==> src/rtl/mdec_pkg.sv <==
package mdec_pkg;
  typedef enum logic [1:0] {
    ST_IDLE  = 2'd0,
    ST_START = 2'd1,
    ST_MATCH = 2'd2,
    ST_DATA  = 2'd3
  } mdec_state_e;

  localparam logic [1:0] PAT_ONES  = 2'b00;
  localparam logic [1:0] PAT_ZEROS = 2'b01;
  localparam logic [1:0] PAT_ZO    = 2'b10;
  localparam logic [1:0] PAT_OZ    = 2'b11;
endpackage

==> src/rtl/mdec_sync.sv <==
module mdec_sync #(
  parameter int STAGES = 2
) (
  input  logic clk,
  input  logic rst_n,
  input  logic din,
  input  logic inv,
  output logic dout
);
  logic [STAGES-1:0] pipe;

  generate
    if (STAGES == 1) begin : g_one
      always_ff @(posedge clk or negedge rst_n) begin
        if (!rst_n) pipe <= '1;
        else        pipe[0] <= din ^ inv;
      end
    end else begin : g_multi
      always_ff @(posedge clk or negedge rst_n) begin
        if (!rst_n) pipe <= '1;
        else        pipe <= {pipe[STAGES-2:0], din ^ inv};
      end
    end
  endgenerate

  assign dout = pipe[STAGES-1];
endmodule

==> src/rtl/mdec_seq.sv <==
module mdec_seq
  import mdec_pkg::*;
#(
  parameter int PRE_W = 4,
  parameter int IDX_W = 6
) (
  input  logic [PRE_W-1:0] pre_len,
  input  logic [1:0]       pre_pat,
  input  logic             sfd_one,
  input  logic             sync_alt,
  input  logic [IDX_W-1:0] idx,
  output logic             exp_level,
  output logic [IDX_W-1:0] first_zero,
  output logic [IDX_W-1:0] seq_len
);
  logic [IDX_W-1:0] pre_halves;
  logic [IDX_W-1:0] sfd_pos;
  logic             bit_val;

  always_comb begin
    pre_halves = IDX_W'({pre_len, 1'b0});
    seq_len    = pre_halves + (sfd_one ? IDX_W'(2) : IDX_W'(6));
    sfd_pos    = idx - pre_halves;
    bit_val    = 1'b0;
    exp_level  = 1'b1;
    if (idx < pre_halves) begin
      unique case (pre_pat)
        PAT_ONES:  bit_val = 1'b1;
        PAT_ZEROS: bit_val = 1'b0;
        PAT_ZO:    bit_val = idx[1];
        default:   bit_val = ~idx[1];
      endcase
      exp_level = idx[0] ? bit_val : ~bit_val;
    end else if (sfd_one) begin
      exp_level = (sfd_pos == '0);
    end else begin
      exp_level = (sfd_pos < IDX_W'(3)) ? sync_alt : ~sync_alt;
    end

    if (pre_len != '0)
      first_zero = (pre_pat == PAT_ONES || pre_pat == PAT_OZ) ? IDX_W'(0) : IDX_W'(1);
    else if (sfd_one)
      first_zero = IDX_W'(1);
    else
      first_zero = sync_alt ? IDX_W'(3) : IDX_W'(0);
  end
endmodule

==> src/rtl/mdec_fsm.sv <==
module mdec_fsm
  import mdec_pkg::*;
#(
  parameter int SPB    = 16,
  parameter int DATA_W = 8,
  parameter int IDX_W  = 6
) (
  input  logic              clk,
  input  logic              rst_n,
  input  logic              en,
  input  logic              line,
  input  logic              exp_level,
  input  logic [IDX_W-1:0]  first_zero,
  input  logic [IDX_W-1:0]  seq_len,
  output logic [IDX_W-1:0]  idx,
  output logic              chr_valid,
  output logic [DATA_W-1:0] chr_data,
  output logic              chr_err
);
  localparam int HALF   = SPB / 2;
  localparam int QTR    = SPB / 4;
  localparam int CNT_W  = $clog2(HALF);
  localparam int DCNT_W = $clog2(2 * DATA_W);

  mdec_state_e       state;
  logic              prev;
  logic [CNT_W-1:0]  cnt;
  logic [DCNT_W-1:0] dcnt;
  logic              first_half;
  logic [DATA_W-1:0] shreg;
  logic              tick;

  assign tick = (cnt == CNT_W'(HALF - 1));

  always_ff @(posedge clk or negedge rst_n) begin
    if (!rst_n) begin
      state      <= ST_IDLE;
      prev       <= 1'b1;
      cnt        <= '0;
      idx        <= '0;
      dcnt       <= '0;
      first_half <= 1'b0;
      shreg      <= '0;
      chr_valid  <= 1'b0;
      chr_err    <= 1'b0;
      chr_data   <= '0;
    end else begin
      prev      <= line;
      chr_valid <= 1'b0;
      chr_err   <= 1'b0;
      if (!en) begin
        state <= ST_IDLE;
      end else begin
        unique case (state)
          ST_IDLE: begin
            if (prev && !line) begin
              state <= ST_START;
              cnt   <= CNT_W'(1);
            end
          end
          ST_START: begin
            if (line) begin
              state <= ST_IDLE;
            end else if (cnt == CNT_W'(QTR - 1)) begin
              cnt   <= '0;
              dcnt  <= '0;
              idx   <= first_zero + IDX_W'(1);
              state <= (first_zero + IDX_W'(1) == seq_len) ? ST_DATA : ST_MATCH;
            end else begin
              cnt <= cnt + CNT_W'(1);
            end
          end
          ST_MATCH: begin
            if (tick) begin
              cnt <= '0;
              if (line != exp_level) begin
                state <= ST_IDLE;
              end else begin
                idx <= idx + IDX_W'(1);
                if (idx + IDX_W'(1) == seq_len) begin
                  state <= ST_DATA;
                  dcnt  <= '0;
                end
              end
            end else begin
              cnt <= cnt + CNT_W'(1);
            end
          end
          default: begin
            if (tick) begin
              cnt  <= '0;
              dcnt <= dcnt + DCNT_W'(1);
              if (!dcnt[0]) begin
                first_half <= line;
              end else if (line == first_half) begin
                chr_valid <= 1'b1;
                chr_err   <= 1'b1;
                chr_data  <= shreg;
                state     <= ST_IDLE;
              end else begin
                shreg <= {line, shreg[DATA_W-1:1]};
                if (dcnt == DCNT_W'(2 * DATA_W - 1)) begin
                  chr_valid <= 1'b1;
                  chr_data  <= {line, shreg[DATA_W-1:1]};
                  state     <= ST_IDLE;
                end
              end
            end else begin
              cnt <= cnt + CNT_W'(1);
            end
          end
        endcase
      end
    end
  end

  // a character strobe lasts exactly one cycle
  p_valid_single_r10: assert property (@(posedge clk) disable iff (!rst_n)
    chr_valid |=> !chr_valid);

  // the error flag is only raised together with the strobe
  p_err_with_valid_r11: assert property (@(posedge clk) disable iff (!rst_n)
    chr_err |-> chr_valid);

  // with decoding disabled the search state is held and nothing is emitted
  p_disabled_idle_r1: assert property (@(posedge clk) disable iff (!rst_n)
    !en |=> (state == ST_IDLE && !chr_valid));

  // a high sample during start qualification rejects the start
  p_short_low_reject_r2: assert property (@(posedge clk) disable iff (!rst_n)
    (en && state == ST_START && line) |=> state == ST_IDLE);

  // the template position stays inside the configured sequence
  p_idx_in_range_r4: assert property (@(posedge clk) disable iff (!rst_n)
    state == ST_MATCH |-> idx < seq_len);
endmodule

==> src/rtl/manchester_rx.sv <==
module manchester_rx #(
  parameter int SPB         = 16,
  parameter int DATA_W      = 8,
  parameter int PRE_W       = 4,
  parameter int SYNC_STAGES = 2
) (
  input  logic              clk,
  input  logic              rst_n,
  input  logic              man_en,
  input  logic              inv_pol,
  input  logic [PRE_W-1:0]  pre_len,
  input  logic [1:0]        pre_pat,
  input  logic              sfd_one,
  input  logic              sync_alt,
  input  logic              rxd,
  output logic              chr_valid,
  output logic [DATA_W-1:0] chr_data,
  output logic              chr_err
);
  localparam int MAX_SEQ = 2 * ((1 << PRE_W) - 1) + 6;
  localparam int IDX_W   = $clog2(MAX_SEQ + 1);

  logic             line;
  logic             exp_level;
  logic [IDX_W-1:0] idx;
  logic [IDX_W-1:0] first_zero;
  logic [IDX_W-1:0] seq_len;

  mdec_sync #(.STAGES(SYNC_STAGES)) u_sync (
    .clk  (clk),
    .rst_n(rst_n),
    .din  (rxd),
    .inv  (inv_pol),
    .dout (line)
  );

  mdec_seq #(.PRE_W(PRE_W), .IDX_W(IDX_W)) u_seq (
    .pre_len   (pre_len),
    .pre_pat   (pre_pat),
    .sfd_one   (sfd_one),
    .sync_alt  (sync_alt),
    .idx       (idx),
    .exp_level (exp_level),
    .first_zero(first_zero),
    .seq_len   (seq_len)
  );

  mdec_fsm #(.SPB(SPB), .DATA_W(DATA_W), .IDX_W(IDX_W)) u_fsm (
    .clk       (clk),
    .rst_n     (rst_n),
    .en        (man_en),
    .line      (line),
    .exp_level (exp_level),
    .first_zero(first_zero),
    .seq_len   (seq_len),
    .idx       (idx),
    .chr_valid (chr_valid),
    .chr_data  (chr_data),
    .chr_err   (chr_err)
  );
endmodule

==> config.mk <==
export PLATFORM = sky130hd
export DESIGN_NAME = manchester_rx
export DESIGN_NICKNAME = d
export VERILOG_FILES = /design/src/rtl/mdec_pkg.sv /design/src/rtl/mdec_sync.sv /design/src/rtl/mdec_seq.sv /design/src/rtl/mdec_fsm.sv /design/src/rtl/manchester_rx.sv
export SDC_FILE = /design/constraint.sdc
export NUM_CORES = 1
export LEC_CHECK = 0
export CAP_MARGIN = 20
export CORE_ASPECT_RATIO = 1.25
export CORE_UTILIZATION = 60
export CTS_BUF_LIST = sky130_fd_sc_hd__clkbuf_16
export CTS_CLUSTER_DIAMETER = 30
export DETAILED_ROUTE_END_ITERATION = 8
export PLACE_DENSITY = 0.82
export SLEW_MARGIN = 30
export SYNTH_ARGS = -nofsm -noshare
export SYNTH_HDL_FRONTEND = slang
export SYNTH_SLANG_ARGS = --single-unit
==> constraint.sdc <==
create_clock -name clk -period 5.5 [get_ports clk]
set_input_delay 0.825 -clock clk [delete_from_list [all_inputs] [get_ports clk]]
set_output_delay 0.825 -clock clk [all_outputs]
set_load 0.03 [all_outputs]
Yosys cells after proc, flatten, opt, wreduce, memory -nomap -nowiden:

Index checks and enable logic that the tools add are counted.

* add/sub/neg operators: 6
* $lt $le $gt $ge: 2
* equal/unequal tests: 25
* multiplexer cells: 54
* bitwise gates (word level): 8
* reductions and logical operators: 18

Operators with widths (count)
* 6-bit 2-to-1 mux: 6
* 2-bit 2-to-1 mux: 12
* 4-bit 2-to-1 mux: 6
* 1-bit 2-to-1 mux: 18
* 8-bit 2-to-1 mux: 2
* 3-bit 2-to-1 mux: 5
* 6-bit by 1-bit adder with 6-bit output, second input constant: 2
* 6-bit equality test: 2
* 4-bit case mux with 3 select lines: 1
* 6-bit case mux with 2 select lines: 1
* 5-bit AND reduction: 2
* 2-bit by 1-bit != test with 1-bit output, second input constant: 4
* 8-bit AND reduction: 1
* 1-bit inverter: 7
* 7-bit AND reduction: 1
* 5-bit by 6-bit adder with 6-bit output: 1
* 2-bit equality test, second input constant: 3
* 6-bit logical NOT: 1
* 6-bit by 2-bit < comparator with 1-bit output, second input constant: 1
* 6-bit by 5-bit < comparator with 1-bit output: 1
* 3-bit by 2-bit != test with 1-bit output, second input constant: 2
* 6-bit by 1-bit != test with 1-bit output, second input constant: 1
* 2-bit case mux with 3 select lines: 1
* 3-bit case mux with 2 select lines: 1
* other kinds (26): 31

* register bits after elaboration: 37
* output and inout bits: 10
* word-level logic and storage cells: 124

Logic depth before layout (Yosys ltp):

Gate-level depths: netlist of the first run.

* word-level depth: 11
* gate-level depth with buffers: 12
* mapped depth without buffers: 12

Modules after synthesis:

A second synthesis of the first run with hierarchy kept.

* cell total of the unflattened synthesis: 294
* area total of the unflattened synthesis: 2758.9 µm²

By module, submodules not included
* mdec_fsm: instances 1, cells each 234, area each 2267.2 µm²
* mdec_seq: instances 1, cells each 57, area each 430.4 µm²
* mdec_sync: instances 1, cells each 3, area each 61.3 µm²

Worst setup path before layout of the first run:

Ideal clock, no wire load.

* path kind: input-to-reg
* start: input port pre_len[0]
* end: register u_fsm.dcnt[0]
* arrival: 3.197 ns
* required time: 5.375 ns
* slack: 2.178 ns
* cell stages on the path: 10
* path buffers: 0
* cells stage by stage: ha_1 inv_1 fa_1 a211oi_2 o211ai_2 or3_4 o311a_4 a21oi_4 or2_4 mux2_4

* cells in the longest elaborated chain, start to end: 8
* elaborated cells between the ends (all ways): 13
* classes of those cells: 2 x add/sub; 2 x order compare; 4 x eq/ne; 3 x mux; 2 x reduce/logical

Ends and longest elaborated chain
* start, declared: line manchester_rx.sv:11 `input logic [PRE_W-1:0] pre_len,`
* 6-bit by 5-bit subtractor with 6-bit output: line mdec_seq.sv:23 `sfd_pos = idx - pre_halves;`
* 6-bit by 2-bit < comparator with 1-bit output: line mdec_seq.sv:37 `exp_level = (sfd_pos < IDX_W'(3)) ? sync_alt : ~sync_alt;`
* 1-bit 2-to-1 mux: line mdec_seq.sv:37
* 1-bit 2-to-1 mux: line mdec_seq.sv:34 `end else if (sfd_one) begin`
* 1-bit 2-to-1 mux: line mdec_seq.sv:26 `if (idx < pre_halves) begin`
* 1-bit != test: line mdec_fsm.sv:76 `if (line != exp_level) begin`
* 2-bit != test (no line)
* 8-bit AND reduction (no line) (*)
* end signal, assigned: line mdec_fsm.sv:92 `dcnt <= dcnt + DCNT_W'(1);`
* end, declared: line mdec_fsm.sv:28 `logic [DCNT_W-1:0] dcnt;`

Every way passes the cells marked *; elsewhere a longest branch is shown, timed or not.
A chain may end at the register's enable or synchronous reset.

Final worst setup path of the first run:

Same ends and word-level chain as after synthesis.

==> reports/results.tsv, run 1 <==
metric	value	unit
cp-end-kind	register	
grt_pass1_vias	2089	
p_sw	0.3334	mW
clock_path_buffers	2	
r2r-end	u_fsm.dcnt[0]	
antenna_found_initial	0	
worst_path_largest_cell_delay	0.62	ns
netlist_top_cells_area	dfrtp_1 (32%), ha_1 (9.5%), mux2_2 (4.3%), xnor2_1 (4.0%), mux2i_1 (3.8%)	
synthFlopType	dfrtp_1	
ir_drop	0.3081	mV
grt.overflow.total	0	
switching_share	0.3331	
worst_skew_pair.late_latency	0.27	ns
drc	0	
path_cells	clkdlybuf4s50_1 > ha_1 > inv_1 > fa_1 > xor2_1 > nor2_1 > o211ai_2 > or3_4 > o311a_4 > a21oi_4 > or2_4 > mux2_4	
path_delay_family	simple AND/OR/NAND/NOR gates	
synthDistinctLibCells	57	
dieArea	4652	sq um
drt_iter0_drc	66	
ys.warnings.count	0	
p_comb_frac	0.320	
antenna_cells	0	
synth_top_family_by_area	compound AO/OA/AOI/OAI gates	
cts_resized	0	
num_io_pins	23	
dp_cells	339	
die_y	76.01	um
ys_seq_area_frac	0.3536	
synthMuxAreaShare	0.08663	
clock_skew	0.005260	ns
pwr-share-seq	0.370	
clkPwrFrac	0.310	
wl_per_cell	15.23	um
std_cell_rows	26	
cp.required	5.66	ns
finalHoldViolCount	0	
cts_tree	done	
crit_buf_inv	2	
synth.most_common_cell	dfrtp_1	
p_per_area	328.9	nW/um^2
period_share	0.6991	
start_util	0.6363	
slew_headroom	0.4713	
syn_avg_cell_area	9.772	sq um
worstMarginPinSlew	0.7930	ns
path_depth	12	
nets	325	
slowest_stage	clkdlybuf4s50_1	
synthTopCellsByCount	dfrtp_1 (34), nor2_1 (22), ha_1 (20)	
root_buffer	clkbuf_16	
pre_cts_ws	1.362	ns
yosysTopAreaCell	dfrtp_1	
cp.arrival	4.00	ns
setup_viol	0	
post_dp_cell_area	2880	sq um
status	completed	
fin_cells	346	
core	4131	sq um
final_area	3043	sq um
cts_buffers	5	
grt_max_degree	38	
clk_pin_slew	0.05	ns
wl	5268	um
cp_max_fo	6	
async_reset_ff_frac	1.000	
drv_slew	0	
rsz0062_at_grt	false	
drive_gt1_frac	0.1310	
grt_pass1_wl	9315	um
r2r_slack	2.32	ns
die_w	61.21	um
synth_compound_gate_area_share	0.1961	
vias_per_cell	5.968	
fin_crit	3.845	ns
ys_ff_latch	37	
finish.utilization	0.7365	
synth_fa_ha_area_frac	0.1142	
critPathCapture	u_fsm.dcnt[0]	
post_cts_buffers	0	
grt_usage	0.2655	
crit_path_start	pre_len[0]	
synth_top_area_share	0.3237	
maxCapViolations	0	
syn-instance-count	269	
hold_class	reg2reg	
synth_fp_nets	304	
area_growth_syn_to_layout	15.75	%
place_congestion	0.8818	
synth_edf_count	0	
netlist_area	2629	sq um
synth-xor-area-share	0.06711	
htree_levels	2	
cts_hold_buffers	0	
dpl.hpwl	3892	um
setup_tns	0	ns
crit_type	in2reg	
setup_ws	1.655	ns
worstSetupStartpointType	input pin	
intPower	0.6674	mW
io_buffer_count	22	
synth-simple-area-share	0.1423	
p_leak	1.318	nW
first_pass_iters	4	
ant_nets	0	
route.vias.total	2065	
fmax	260.1	MHz
reg2reg_from	u_fsm.idx[1]	
ff2ff_path_depth	12	
hold_path_startpoint	u_sync.pipe[0]	
clock_sinks	37	
## cells in the final DEF (no fill, tap or decap), types with 7 or more instances in the layout
master           instances
clkdlybuf4s50_1         21
ha_1                    20
nor3_1                   7
nor2_1                  21
mux2i_1                 10
nand2_1                  9
mux2_2                  10
inv_1                   18
xnor2_1                 12
o21ai_0                 13
a21oi_1                 19
nand3_1                  9
dfrtp_1                 34
## through the flow
| stage | total power, mW | hold slack (ns) |
|---|---|---|
| floorplan | 0.6113 | 0.3452 |
| detailed placement | 0.6917 | 0.3476 |
| finish | 1.001 | 0.3545 |
| global placement | 0.6818 | 0.3466 |
| CTS | 1.008 | 0.3549 |
| global route | 1.072 | 0.3559 |
## worst min path at each step
stage	to	slack (ns)	cells after the start
floorplan	u_sync.pipe[1]	0.35	0
global placement	u_sync.pipe[1]	0.35	0
detailed placement	u_sync.pipe[1]	0.35	0
CTS	u_sync.pipe[1]	0.35	0
global route	u_sync.pipe[1]	0.36	0
finish	u_sync.pipe[1]	0.35	0
## flip-flops by register name, indices dropped and copies added, names as in the netlist
name and cells:
u_fsm.idx 6, u_fsm.state 2, u_fsm.prev 1, u_fsm.chr_err 1, u_fsm.chr_data 8, u_fsm.cnt 3
u_fsm.shreg 8, u_fsm.chr_valid 1, u_sync.pipe 2, u_fsm.first_half 1, u_fsm.dcnt 4
## final cells by class
class | instances | area [sq um]
Clock buffer | 5 | 125.1
Clock inverter | 2 | 35.03
Timing Repair Buffer | 22 | 215.2
Inverter | 19 | 71.32
Multi-Input combinational cell | 205 | 1597
Tap cell | 56 | 70.07
Sequential cell | 37 | 929.6
Fill cell | 314 | 1089
## cell families (layout without fill, tap and decap cells)
logic type,Yosys count,after routing
AND/OR/NAND/NOR,73,73
AO/OA/AOI/OAI,70,70
flip-flops,37,37
buffers and inverters,27,48
adder cells (fa/ha/maj),23,23
multiplexers,21,21
XOR/XNOR,18,18
## routing by layer
metal / global-route usage / share of wire / vias to the layer above
met5: 0 / 0 / -
met3: 0.04754 / 0.038 / 12
met1: 0.3183 / 0.41 / 989
met2: 0.4489 / 0.52 / 48
li1: - / - / 1016
met4: 0.1136 / 0.025 / 0
## power by group through the flow
stage | clock network (mW) | registers (mW) | logic (mW)
final | 0.310 | 0.370 | 0.321
after detailed placement | 0 | 0.373 | 0.318
after global placement | 0 | 0.371 | 0.311
after global routing | 0.331 | 0.377 | 0.364
after floorplan | 0 | 0.345 | 0.266
after CTS | 0.317 | 0.369 | 0.322
Note: power is estimated with default switching activity, not from simulation.
==> run 2, diff against run 1 <==
CORE_UTILIZATION = 52   (was 60)
PLACE_DENSITY = 0.76   (was 0.82)
clock period = 3.35 ns   (was 5.5 ns; I/O delays follow)
==> run 2 against run 1 <==
Compared with the run above: sequential cell count is the same; final cell count grew 7.2%; utilization shrank 5.7 points; setup slack lost 1.5 ns; combinational power grew 92%; sequential share of layout area shrank 2.1 points; global-route usage shrank 2.9 points; wire length grew 11%; clock skew shrank 0.00075 ns; largest power group is now combinational logic; highest routed layer unchanged.
==> reports/results.tsv, run 2 (synthesis gave the netlist of run 1 again) <==
metric	value	unit
crit_buf_inv	4	
first_pass_iters	4	
crit_path_frequent_cell	xnor2_1	
nets	345	
grt_usage	0.2361	
path_cells	clkdlybuf4s50_1 > buf_4 > inv_1 > fa_1 > xnor2_1 > xnor2_1 > xnor2_1 > o41ai_4 > o2111ai_2 > buf_4 > o31ai_2 > o21ai_1	
layout_common_cells	dfrtp_1 (34), nor2_1 (22), clkdlybuf4s50_1 (21)	
die_y	81.50	um
std_cell_rows	28	
crit_path_start	pre_len[0]	
dpl.hpwl	4138	um
wl	5862	um
path_depth	12	
dp_cells	362	
finish.utilization	0.6796	
route.vias.total	2158	
fmax	309.4	MHz
core	4800	sq um
drive_gt1_frac	0.2026	
clock_skew	0.004512	ns
fin_cells	371	
setup_tns	0	ns
setup_viol	0	
antenna_found_initial	0	
num_io_pins	23	
grt_pass1_vias	2135	
fin_crit	3.232	ns
hold_class	in2async	
grt_max_degree	38	
setup_ws	0.1175	ns
vias_per_cell	5.817	
slew_headroom	0.4557	
timing.hold.ws	0.3168	ns
final_area	3262	sq um
power	1.751	mW
cts_tree	done	
finalHoldViolCount	0	
worstMarginPinSlew	0.8164	ns
ant_nets	0	
area_growth_syn_to_layout	24.08	%
ir_drop	0.4125	mV
worst_path_largest_cell_delay	0.50	ns
period_share	0.9649	
cts_buffers	5	
drc	0	
pre_cts_ws	-0.2255	ns
cp-end-kind	register	
start_util	0.5477	
clock_path_buffers	2	
dieArea	5346	sq um
clock_sinks	37	
final_common_cell	dfrtp_1	
r2r-end	u_fsm.dcnt[0]	
io_buffer_count	22	
r2r_slack	0.32	ns
cp.arrival	3.38	ns
grt_pass1_wl	9494	um
slowest_stage	fa_1	
drt_iter0_drc	77	
maxCapViolations	0	
root_buffer	clkbuf_16	
cp.required	3.50	ns
status	completed	
grt.overflow.total	0	
reg2reg_from	u_fsm.idx[1]	
place_congestion	0.8206	
ff2ff_path_depth	11	
critPathCapture	u_fsm.dcnt[2]	
antenna_cells	0	
path_delay_family	compound AO/OA/AOI/OAI gates	
cts_hold_buffers	0	
clk_pin_slew	0.06	ns
reg_top3	u_fsm.chr_data x8, u_fsm.shreg x8, u_fsm.idx x6	
die_w	65.60	um
worstSetupStartpointType	input pin	
worst_skew_pair.late_latency	0.28	ns
crit_type	in2reg	
p_leak	1.430	nW
p_per_area	536.7	nW/um^2
post_dp_cell_area	3028	sq um
htree_levels	2	
cp_max_fo	5	
drv_slew	0	
wl_per_cell	15.80	um
run 2: cell count changes in the layout (fill, tap and decap cells not counted), sizes merged:
cell	before	now
buf	1	21
clkinvlp	0	1
run 2: area by class of cell:
class / instances / area (sq um)
well taps: 60 / 75.07
fillers: 370 / 1538
repair buffers: 42 / 365.4
multi-input cells: 205 / 1649
inverters: 19 / 71.32
clock inverters: 3 / 46.29
flip-flops and latches: 37 / 929.6
clock buffers: 5 / 125.1
run 2: power breakdown:
group	total, mW	switching [mW]	internal [mW]
registers	0.599	0.0903	0.509
logic	0.617	0.331	0.286
clock network	0.534	0.183	0.352
total	1.75	0.604	1.15
run 2: repair_timing:
item | CTS | global route
buffers inserted | 0 | 1
endpoints found under the setup margin | 0 | 6
gates resized for setup | 0 | 8
run 2: worst reg2reg max path: stages (launching register included):
cell and delay, ns:
dfrtp_1 0.46, inv_1 0.09, ha_1 0.16, inv_1 0.06, fa_2 0.36, a211oi_2 0.28, o211ai_2 0.17, or3_4 0.40
o311a_4 0.35, a21oi_4 0.16, or2_4 0.14, mux2_4 0.29
run 2: worst min path at each step:
stage                   start                 to  slack (ns)  cells past startpoint
2_1_floorplan           rst_n  u_fsm.chr_data[0]        0.21                      0
3_3_place_gp   u_sync.pipe[0]     u_sync.pipe[1]        0.35                      0
3_5_place_dp   u_sync.pipe[0]     u_sync.pipe[1]        0.35                      0
4_1_cts                 rst_n       u_fsm.cnt[2]        0.34                      1
5_1_grt        u_sync.pipe[0]     u_sync.pipe[1]        0.36                      0
6_report                rst_n       u_fsm.cnt[2]        0.32                      1
run 2: metal layers:
metal / global-route usage / vias to the layer above / part of all wire
li1: - / 1060 / -
met1: 0.2895 / 1050 / 0.44
met2: 0.4021 / 37 / 0.51
met3: 0.04028 / 11 / 0.026
met4: 0.1109 / 0 / 0.020
met5: 0 / - / 0
==> run 3, diff against run 2 <==
CAP_MARGIN = 10   (was 20)
==> results of run 3 <==
Same layout as run 2: the final DEF is identical, and so are final timing and power.
